==> src/rtl/vbi_pkg.sv <==
package vbi_pkg;
  localparam int HDR_BITS = 6;
  localparam int PAY_BITS = 8;
  localparam int PKT_BITS = HDR_BITS + PAY_BITS;

  typedef struct packed {
    logic insert;
    logic bitVal;
  } insStrobe_t;
endpackage

==> src/rtl/vbi_pkt_regs.sv <==
module vbi_pkt_regs #(
  parameter int ADDR_W   = 2,
  parameter int HDR_ADDR = 0,
  parameter int PAY_ADDR = 1
) (
  input  logic                          clk,
  input  logic                          rstN,
  input  logic                          enable,
  input  logic                          regWe,
  input  logic [ADDR_W-1:0]             regAddr,
  input  logic [vbi_pkg::PAY_BITS-1:0]  regData,
  output logic [vbi_pkg::PKT_BITS-1:0]  livePkt
);
  import vbi_pkg::*;

  logic [HDR_BITS-1:0] hdrStage;
  logic hdrHit, payHit;

  assign hdrHit = regWe && (regAddr == ADDR_W'(HDR_ADDR));
  assign payHit = regWe && (regAddr == ADDR_W'(PAY_ADDR));

  always_ff @(posedge clk or negedge rstN) begin
    if (!rstN) begin
      hdrStage <= '0;
      livePkt  <= '0;
    end else begin
      if (hdrHit) hdrStage <= regData[HDR_BITS-1:0];
      // commit only from the top register of the group, and only while enabled
      if (payHit && enable) livePkt <= {hdrStage, regData};
    end
  end
endmodule

==> src/rtl/vbi_ctrl.sv <==
module vbi_ctrl #(
  parameter int LINE_W          = 10,
  parameter int SAMPLE_W        = 12,
  parameter int TARGET_LINE     = 41,
  parameter int BIT_OFFSET      = 64,
  parameter int SAMPLES_PER_BIT = 12
) (
  input  logic                         clk,
  input  logic                         rstN,
  input  logic                         frameStart,
  input  logic                         lineStart,
  input  logic                         progMode,
  input  logic                         rate2x,
  input  logic                         enable,
  input  logic [vbi_pkg::PKT_BITS-1:0] livePkt,
  output vbi_pkg::insStrobe_t          strobe
);
  import vbi_pkg::*;

  localparam int WIN_1X = PKT_BITS * SAMPLES_PER_BIT;
  localparam int WIN_2X = 2 * WIN_1X;
  localparam int CELL_W = $clog2(2 * SAMPLES_PER_BIT);
  localparam int BIT_W  = $clog2(PKT_BITS + 1);
  localparam logic [SAMPLE_W:0]   OFF_X    = (SAMPLE_W+1)'(BIT_OFFSET);
  localparam logic [SAMPLE_W-1:0] SAMP_MAX = '1;
  localparam logic [LINE_W-1:0]   LINE_MAX = '1;

  logic [SAMPLE_W-1:0] sampleCnt, curSample;
  logic [LINE_W-1:0]   lineCnt, curLine;
  logic [CELL_W-1:0]   cellCnt, cellLastIdx;
  logic [BIT_W-1:0]    bitIdx;
  logic [SAMPLE_W:0]   winEnd;
  logic [PKT_BITS-1:0] pktShift;
  logic                inWin, onLine;

  always_comb begin
    if (lineStart)                curSample = '0;
    else if (sampleCnt == SAMP_MAX) curSample = SAMP_MAX;
    else                          curSample = sampleCnt + 1'b1;

    if (lineStart && frameStart)  curLine = LINE_W'(1);
    else if (lineStart && lineCnt != LINE_MAX) curLine = lineCnt + 1'b1;
    else                          curLine = lineCnt;
  end

  always_ff @(posedge clk or negedge rstN) begin
    if (!rstN) begin
      sampleCnt <= SAMP_MAX;
      lineCnt   <= '0;
    end else begin
      sampleCnt <= curSample;
      lineCnt   <= curLine;
    end
  end

  assign winEnd = OFF_X + (rate2x ? (SAMPLE_W+1)'(WIN_2X) : (SAMPLE_W+1)'(WIN_1X));
  assign onLine = (curLine == LINE_W'(TARGET_LINE));
  assign inWin  = enable && progMode && onLine &&
                  ({1'b0, curSample} >= OFF_X) && ({1'b0, curSample} < winEnd);

  assign cellLastIdx = rate2x ? CELL_W'(2 * SAMPLES_PER_BIT - 1)
                              : CELL_W'(SAMPLES_PER_BIT - 1);

  // cell/bit counters describe the current sample; cleared outside the window
  always_ff @(posedge clk or negedge rstN) begin
    if (!rstN) begin
      cellCnt <= '0;
      bitIdx  <= '0;
    end else if (!inWin) begin
      cellCnt <= '0;
      bitIdx  <= '0;
    end else if (cellCnt == cellLastIdx) begin
      cellCnt <= '0;
      bitIdx  <= bitIdx + 1'b1;
    end else begin
      cellCnt <= cellCnt + 1'b1;
    end
  end

  assign pktShift      = livePkt << bitIdx;
  assign strobe.insert = inWin;
  assign strobe.bitVal = pktShift[PKT_BITS-1];
endmodule

==> src/rtl/vbi_datapath.sv <==
module vbi_datapath #(
  parameter int PIX_W   = 10,
  parameter int Y_BLANK = 0
) (
  input  logic                clk,
  input  logic                rstN,
  input  vbi_pkg::insStrobe_t strobe,
  input  logic [PIX_W-1:0]    yIn,
  input  logic [PIX_W-1:0]    pbIn,
  input  logic [PIX_W-1:0]    prIn,
  output logic [PIX_W-1:0]    yOut,
  output logic [PIX_W-1:0]    pbOut,
  output logic [PIX_W-1:0]    prOut
);
  localparam int PEAK = (1 << PIX_W) - 1;
  localparam logic [PIX_W-1:0] Y_ONE   = PIX_W'((PEAK * 70) / 100);
  localparam logic [PIX_W-1:0] Y_ZERO  = PIX_W'(Y_BLANK);
  localparam logic [PIX_W-1:0] C_BLANK = PIX_W'(1 << (PIX_W - 1));
  localparam int N_CHROMA = 2;

  logic [PIX_W-1:0] chromaIn  [N_CHROMA];
  logic [PIX_W-1:0] chromaOut [N_CHROMA];

  assign chromaIn[0] = pbIn;
  assign chromaIn[1] = prIn;

  always_ff @(posedge clk or negedge rstN) begin
    if (!rstN)              yOut <= '0;
    else if (strobe.insert) yOut <= strobe.bitVal ? Y_ONE : Y_ZERO;
    else                    yOut <= yIn;
  end

  for (genvar gi = 0; gi < N_CHROMA; gi++) begin : gChroma
    always_ff @(posedge clk or negedge rstN) begin
      if (!rstN)              chromaOut[gi] <= '0;
      else if (strobe.insert) chromaOut[gi] <= C_BLANK;
      else                    chromaOut[gi] <= chromaIn[gi];
    end
  end

  assign pbOut = chromaOut[0];
  assign prOut = chromaOut[1];
endmodule

==> src/rtl/vbi_pkt_inserter.sv <==
module vbi_pkt_inserter #(
  parameter int PIX_W           = 10,
  parameter int ADDR_W          = 2,
  parameter int LINE_W          = 10,
  parameter int SAMPLE_W        = 12,
  parameter int TARGET_LINE     = 41,
  parameter int BIT_OFFSET      = 64,
  parameter int SAMPLES_PER_BIT = 12,
  parameter int Y_BLANK         = 0
) (
  input  logic                         clk,
  input  logic                         rstN,
  input  logic                         frameStart,
  input  logic                         lineStart,
  input  logic                         progMode,
  input  logic                         rate2x,
  input  logic                         enable,
  input  logic                         regWe,
  input  logic [ADDR_W-1:0]            regAddr,
  input  logic [vbi_pkg::PAY_BITS-1:0] regData,
  input  logic [PIX_W-1:0]             yIn,
  input  logic [PIX_W-1:0]             pbIn,
  input  logic [PIX_W-1:0]             prIn,
  output logic [PIX_W-1:0]             yOut,
  output logic [PIX_W-1:0]             pbOut,
  output logic [PIX_W-1:0]             prOut
);
  import vbi_pkg::*;

  logic [PKT_BITS-1:0] livePkt;
  insStrobe_t          strobe;

  vbi_pkt_regs #(.ADDR_W(ADDR_W), .HDR_ADDR(0), .PAY_ADDR(1)) uRegs (
    .clk(clk), .rstN(rstN), .enable(enable), .regWe(regWe),
    .regAddr(regAddr), .regData(regData), .livePkt(livePkt)
  );

  vbi_ctrl #(
    .LINE_W(LINE_W), .SAMPLE_W(SAMPLE_W), .TARGET_LINE(TARGET_LINE),
    .BIT_OFFSET(BIT_OFFSET), .SAMPLES_PER_BIT(SAMPLES_PER_BIT)
  ) uCtrl (
    .clk(clk), .rstN(rstN), .frameStart(frameStart), .lineStart(lineStart),
    .progMode(progMode), .rate2x(rate2x), .enable(enable),
    .livePkt(livePkt), .strobe(strobe)
  );

  vbi_datapath #(.PIX_W(PIX_W), .Y_BLANK(Y_BLANK)) uPath (
    .clk(clk), .rstN(rstN), .strobe(strobe),
    .yIn(yIn), .pbIn(pbIn), .prIn(prIn),
    .yOut(yOut), .pbOut(pbOut), .prOut(prOut)
  );
endmodule

==> config.mk <==
export PLATFORM = sky130hd
export DESIGN_NAME = vbi_pkt_inserter
export DESIGN_NICKNAME = d
export VERILOG_FILES = /design/src/rtl/vbi_pkg.sv /design/src/rtl/vbi_pkt_regs.sv /design/src/rtl/vbi_ctrl.sv /design/src/rtl/vbi_datapath.sv /design/src/rtl/vbi_pkt_inserter.sv
export SDC_FILE = /design/constraint.sdc
export NUM_CORES = 1
export LEC_CHECK = 0
export BUFFER_PORTS_ARGS = -buffer_cell sky130_fd_sc_hd__buf_4
export CAP_MARGIN = 40
export CORE_ASPECT_RATIO = 0.7
export CORE_MARGIN = 2
export CORE_UTILIZATION = 50
export DETAILED_ROUTE_END_ITERATION = 10
export PLACE_DENSITY = 0.74
export SLEW_MARGIN = 20
export SYNTH_ARGS = -nofsm -noshare
export SYNTH_HDL_FRONTEND = slang
export SYNTH_HIERARCHICAL = 1
export SYNTH_SLANG_ARGS = --single-unit
==> constraint.sdc <==
create_clock -name clk -period 4 [get_ports clk]
set_clock_uncertainty 0.05 [all_clocks]
set_input_delay 0.2 -clock clk [delete_from_list [all_inputs] [get_ports clk]]
set_output_delay 0.2 -clock clk [all_outputs]
set_load 0.005 [all_outputs]
# Word-level counts from Yosys, hierarchy flattened
# Cells that the tools add are included.
# op_classes
addsub,5
muxes,14
n_lt_le_gt_ge,2
n_eq_ne,6
shift,1
n_reduce_logical,10
# ops
operator,count
2-to-1 mux 10 bit,6
2-to-1 mux 12 bit,2
2-to-1 mux 5 bit,3
left shift 14 x 4 -> 14 bit,1
"adder 7 x 13 -> 13 bit, first input constant",1
less-than comparator 12 x 13 -> 1 bit,1
"adder 12 x 1 -> 12 bit, second input constant",1
"== test 12 bit, second input constant",1
"greater-or-equal comparator 12 x 7 -> 1 bit, second input constant",1
"adder 10 x 1 -> 10 bit, second input constant",1
"== test 10 x 6 -> 1 bit, second input constant",1
"inequality test 10 bit, second input constant",1
logical AND 1 bit,9
2-to-1 mux 9 bit,1
2-to-1 mux 4 bit,2
"adder 5 x 1 -> 5 bit, second input constant",1
== test 5 bit,1
"adder 4 x 1 -> 4 bit, second input constant",1
"== test 2 x 1 -> 1 bit, second input constant",1
zero test 2 bit,1
"inequality test 2 bit, second input constant",1
# word_totals
regBits,81
input_bits,48

# Logic depth before layout (Yosys ltp)
# logic_depth
depth_word,9
ltp_mapped,15
depth_no_buf,12

# By module
# The synthesis kept the hierarchy.
# by_module_without_submodules
module,seq_area_each_um2,n_inst,area_each_um2,cells_each
vbi_ctrl,790.8,1,2104.5,203
vbi_datapath,750.7,1,1003.5,63
vbi_pkt_regs,500.5,1,817.0,43

# Worst setup path before layout
# No wires, ideal clock.
# synth_timing
path_kind,register -> register
startpoint,reg uCtrl.sampleCnt[0]
endpoint,reg uPath.yOut[2]
slack_ps,650
n_path_buf,3
path_stages_with_launch,15
t_arrival_ps,3175
required_ps,3825
cell_sequence,dfstp_2 ha_1 and3_4 buf_6 nand3_1 a21oi_1 ha_1 a21o_1 a21o_1 a221oi_1 o32ai_4 nor2_1 buf_4 buf_6 mux2_4
# synth_via
elab_chain_len,7
elab_cells_between_ends,9
classes_between,1 x add/sub; 2 x order compare; 1 x eq/ne; 3 x mux; 2 x reduce/logical
# synth_rtl
element,line_no,rtl
from (decl),vbi_ctrl.sv:28,"logic [SAMPLE_W-1:0] sampleCnt, curSample;"
from (signal assigned),vbi_ctrl.sv:51,sampleCnt <= curSample;
adder 12 x 1 -> 12 bit / == test 12 bit (equally long branches),"vbi_ctrl.sv:39, vbi_ctrl.sv:38",
2-to-1 mux 12 bit *,vbi_ctrl.sv:38,else if (sampleCnt == SAMP_MAX) curSample = SAMP_MAX;
2-to-1 mux 12 bit *,vbi_ctrl.sv:37,if (lineStart) curSample = '0;
net uCtrl.curSample[4],vbi_ctrl.sv:28,
greater-or-equal comparator 12 x 7 -> 1 bit,vbi_ctrl.sv:59,"({1'b0, curSample} >= OFF_X) && ({1'b0, curSample} < winEnd);"
logical AND 1 bit,vbi_ctrl.sv:58,assign inWin = enable && progMode && onLine &&
logical AND 1 bit *,vbi_ctrl.sv:59,
net uCtrl.inWin,vbi_ctrl.sv:34,"logic inWin, onLine;"
2-to-1 mux 10 bit *,vbi_datapath.sv:29,else if (strobe.insert) yOut <= strobe.bitVal ? Y_ONE : Y_ZERO;
to (signal assigned),vbi_datapath.sv:29,
to (signal assigned),vbi_datapath.sv:30,else yOut <= yIn;
to (decl),vbi_datapath.sv:11,"output logic [PIX_W-1:0] yOut,"
# Mark *: on every way through the listed nets, which the timed path passes. The rest lies on a longest branch.
# A chain may end at the register's enable or synchronous reset.

==> results.toml <==
[cts]
clk_pin_slew_ns = 0.09
htreeDepth = 3
cts.sinks = 81
numCtsBuffers = 9
cts_setup_buffers = 0
clockBufferDepth = 2
cts_tree = "yes"
insertion_delay_ns = 0.35
cts_root_buf = "clkbuf_8"

[detailed_routing]
drtAntennaViolNets = 0
drcViolationCount = 0
totalWireLength_mm = 8.11
drtIter0Drc = 142
detail_route.wl_per_cell_um = 16.2
viasPerCell = 5.50
vias = 2751
drt-pass1-iter-count = 4

[synthesis]
yosysWarnings = 6
synth.distinct_cells = 62
synth_top_area_frac = 0.440
ys.flop_type = "dfrtp_1"
syn-num-nets = 365
syn-cell-area_um2 = 3930
syn_inst = 309
yosysMostFrequentCell = "dfrtp_1"
syn_area_per_cell_um2 = 12.7
synth_top_area_cell = "dfrtp_1"
synthTopCellsByCount = "dfrtp_1, nor2b_1, a21oi_1, mux2_4, dfstp_2"
synth_seq_area_share = 0.520
synth_edf_count = 0
async_flop_share = 1.00
yosys_register_bits = 81
synthTopCellsByArea = "dfrtp_1, dfstp_2, mux2_4, nor2b_1, mux2_2"

[sta]
hold_viol = 0
fin_ws_ns = 0.293
finalSetupTns_ns = 0
final_max_slew_viol_count = 0
rsz0062_at_grt = "false"
setup_viol = 0
fin_crit_sh = 0.927
fmax_ghz = 0.270
min_period_ns = 3.71
relSlewSlack = 0.564
tightest_slew_ns = 0.650

[pwr]
power_density_nw_per_um2 = 358
p_leak_uw = 0.00220
vdd_drop_max_mv = 0.261

[global_route]
track_usage = 0.205
grt-ovfl-total = 0
grt_max_degree = 58
grt_pass1_vias = 2726
antenna_found_initial = 0
grt_pass1_wl_mm = 13.4

[floorplanning]
core_area_um2 = 7450
dieHeight_um = 78.1
die_w_um = 110
die_area_um2 = 8590
start_util = 0.527
rows = 26
pin_count = 78

[place]
routabilityCongestion = 0.829
place_ws_ns = 0.343
io_buffers = 77
dpl_cell_area_um2 = 4570
dp_hpwl_mm = 5.86

[worst_setup_path]
crit_path_top_delay_cell = "dfstp_2"
worst-setup-path-type = "flip-flop to flip-flop"
worstReg2RegEnd = "uPath/yOut[8]$_DFF_PN0_"
cp.arrival_ns = 3.89
cp_cell_sequence = "ha_1 > and3_4 > nand3_1 > a21oi_1 > ha_1 > a21o_1 > a21o_1 > a221oi_1 > o32ai_4 > nor2_2 > buf_4 > nor2b_1"
cp_top_family = "compound AO/OA/AOI/OAI gates"
worst-path-max-fanout = 14
r2r_start = "uCtrl/sampleCnt[0]$_DFF_PN1_"
cp_num_buf_inv = 1
worstSetupStartpointType = "flip-flop"
crit_path_end_kind = "flip-flop"
worstRegToRegCells = 12
cp.required_ns = 4.18
r2r_slack_ns = 0.29
cp_slowest_stage_delay_ns = 0.58

[hold_path]
hold_depth = 2
hold_end = "uPath/yOut[0]$_DFF_PN0_"
hold_start = "yIn[0]"
worst_hold_path_type = "primary input to flip-flop"

[cells_and_area]
nets = 453
design_area_um2 = 4870
drive_above_1_share = 0.383
syn_to_final_growth_pct = 24.0
n_antenna_cell = 0

[run_status]
status = "finished, final reports clean"

[flow_run]
drv_cap = 0
## routing by layer
metal / up-vias / share of wire / track usage / routed length [um]
met5: - / 0 / 0 / 0
met4: 0 / 0.011 / 0.0557 / 87
met3: 8 / 0.049 / 0.0615 / 395
met2: 67 / 0.47 / 0.309 / 3810
met1: 1364 / 0.47 / 0.288 / 3810
li1: 1312 / - / - / -
## worst max path at each step
stage,start,endpoint,slack [ns],depth (start not counted)
floorplan,uCtrl/sampleCnt[0]$_DFF_PN1_,uPath/yOut[2]$_DFF_PN0_,0.65,14
global placement,uCtrl/sampleCnt[0]$_DFF_PN1_,uPath/yOut[9]$_DFF_PN0_,0.49,11
detailed placement,uCtrl/sampleCnt[0]$_DFF_PN1_,uPath/yOut[8]$_DFF_PN0_,0.34,12
CTS,uCtrl/sampleCnt[0]$_DFF_PN1_,uPath/yOut[8]$_DFF_PN0_,0.28,12
global route,uCtrl/sampleCnt[0]$_DFF_PN1_,uPath/prOut[6]$_DFF_PN0_,0.02,12
finish,uCtrl/sampleCnt[0]$_DFF_PN1_,uPath/yOut[8]$_DFF_PN0_,0.29,12
## stage by stage
| step | util | total power (uW) | hold WS, ns | cells |
|---|---|---|---|---|
| after global routing | 0.654 | 1840 | 0.0000651 | 500 |
| final | 0.654 | 1750 | 0.0223 | 500 |
| after global placement | 0.610 | 1180 | 0.340 | 472 |
| after CTS | 0.649 | 1770 | 0.00122 | 497 |
| after detailed placement | 0.614 | 1200 | 0.0838 | 473 |
| after floorplan | - | 1080 | -0.146 | 309 |
## cell usage in the layout (no fill, tap or decap), types with 3 or more instances in the layout
cell / synthesis / layout
and2_1: 5 / 5
inv_1: 7 / 7
and4_1: 7 / 7
or2_1: 3 / 3
dfstp_2: 12 / 12
clkbuf_8: 0 / 10
a21oi_1: 17 / 17
nor3_1: 8 / 8
xor2_1: 5 / 5
o21ai_0: 4 / 4
nor2_1: 11 / 10
dfrtp_1: 69 / 69
nand3_1: 10 / 10
mux4_2: 3 / 3
nor4_1: 3 / 3
nand2_1: 6 / 6
buf_4: 1 / 79
ha_1: 8 / 8
dlygate4sd3_1: 0 / 11
nor2b_1: 25 / 25
mux2i_1: 3 / 3
nand4_1: 8 / 8
xnor2_1: 6 / 6
a41oi_1: 4 / 4
mux2_2: 11 / 11
and3_1: 3 / 3
a31oi_1: 3 / 3
mux2_4: 15 / 15
## where the power goes
group	leakage (uW)	switching [uW]	internal, uW	total, uW
Clock	0.0000895	307	249	556
Combinational	0.00113	91.1	157	248
Sequential	0.000973	46.9	895	941
## cell families after synthesis
family / Yosys count / synth area share
flip-flops: 81 / 0.520
AND/OR/NAND/NOR: 106 / 0.179
AO/OA/AOI/OAI: 50 / 0.104
multiplexers: 32 / 0.114
buffers and inverters: 21 / 0.0322
XOR/XNOR: 11 / 0.0245
adder cells (fa/ha/maj): 8 / 0.0255
## worst reg2reg max path: stages (launching register included)
cell and delay [ns]:
dfstp_2 0.58, ha_1 0.23, and3_4 0.26, nand3_1 0.21
a21oi_1 0.28, ha_1 0.29, a21o_1 0.16, a21o_1 0.17
a221oi_1 0.43, o32ai_4 0.20, nor2_2 0.39, buf_4 0.28
nor2b_1 0.07
## sequential cells by signal, indices dropped and copies added, names as in the netlist, 5 cells and up
register and flops:
uRegs/hdrStage 6, uCtrl/lineCnt 10, uCtrl/sampleCnt 12, uCtrl/cellCnt 5
uPath/pbOut 10, uPath/prOut 10, uPath/yOut 10, uRegs/livePkt 14
## cell type report
type                    count  area, um2
fillers                   585       2580
well taps                  98        123
repair buffers             91        731
flip-flops and latches     81       2040
clock inverters             6       50.0
multi-input cells         207       1760
inverters                   7       26.3
clock buffers              10        138
## timing repair
action | 4_1_cts | 5_1_grt
resized for setup | 0 | 0
hold buffers | 8 | 3
endpoints found under the hold margin | 31 | 3
Note: power is estimated with default switching activity, not from simulation.
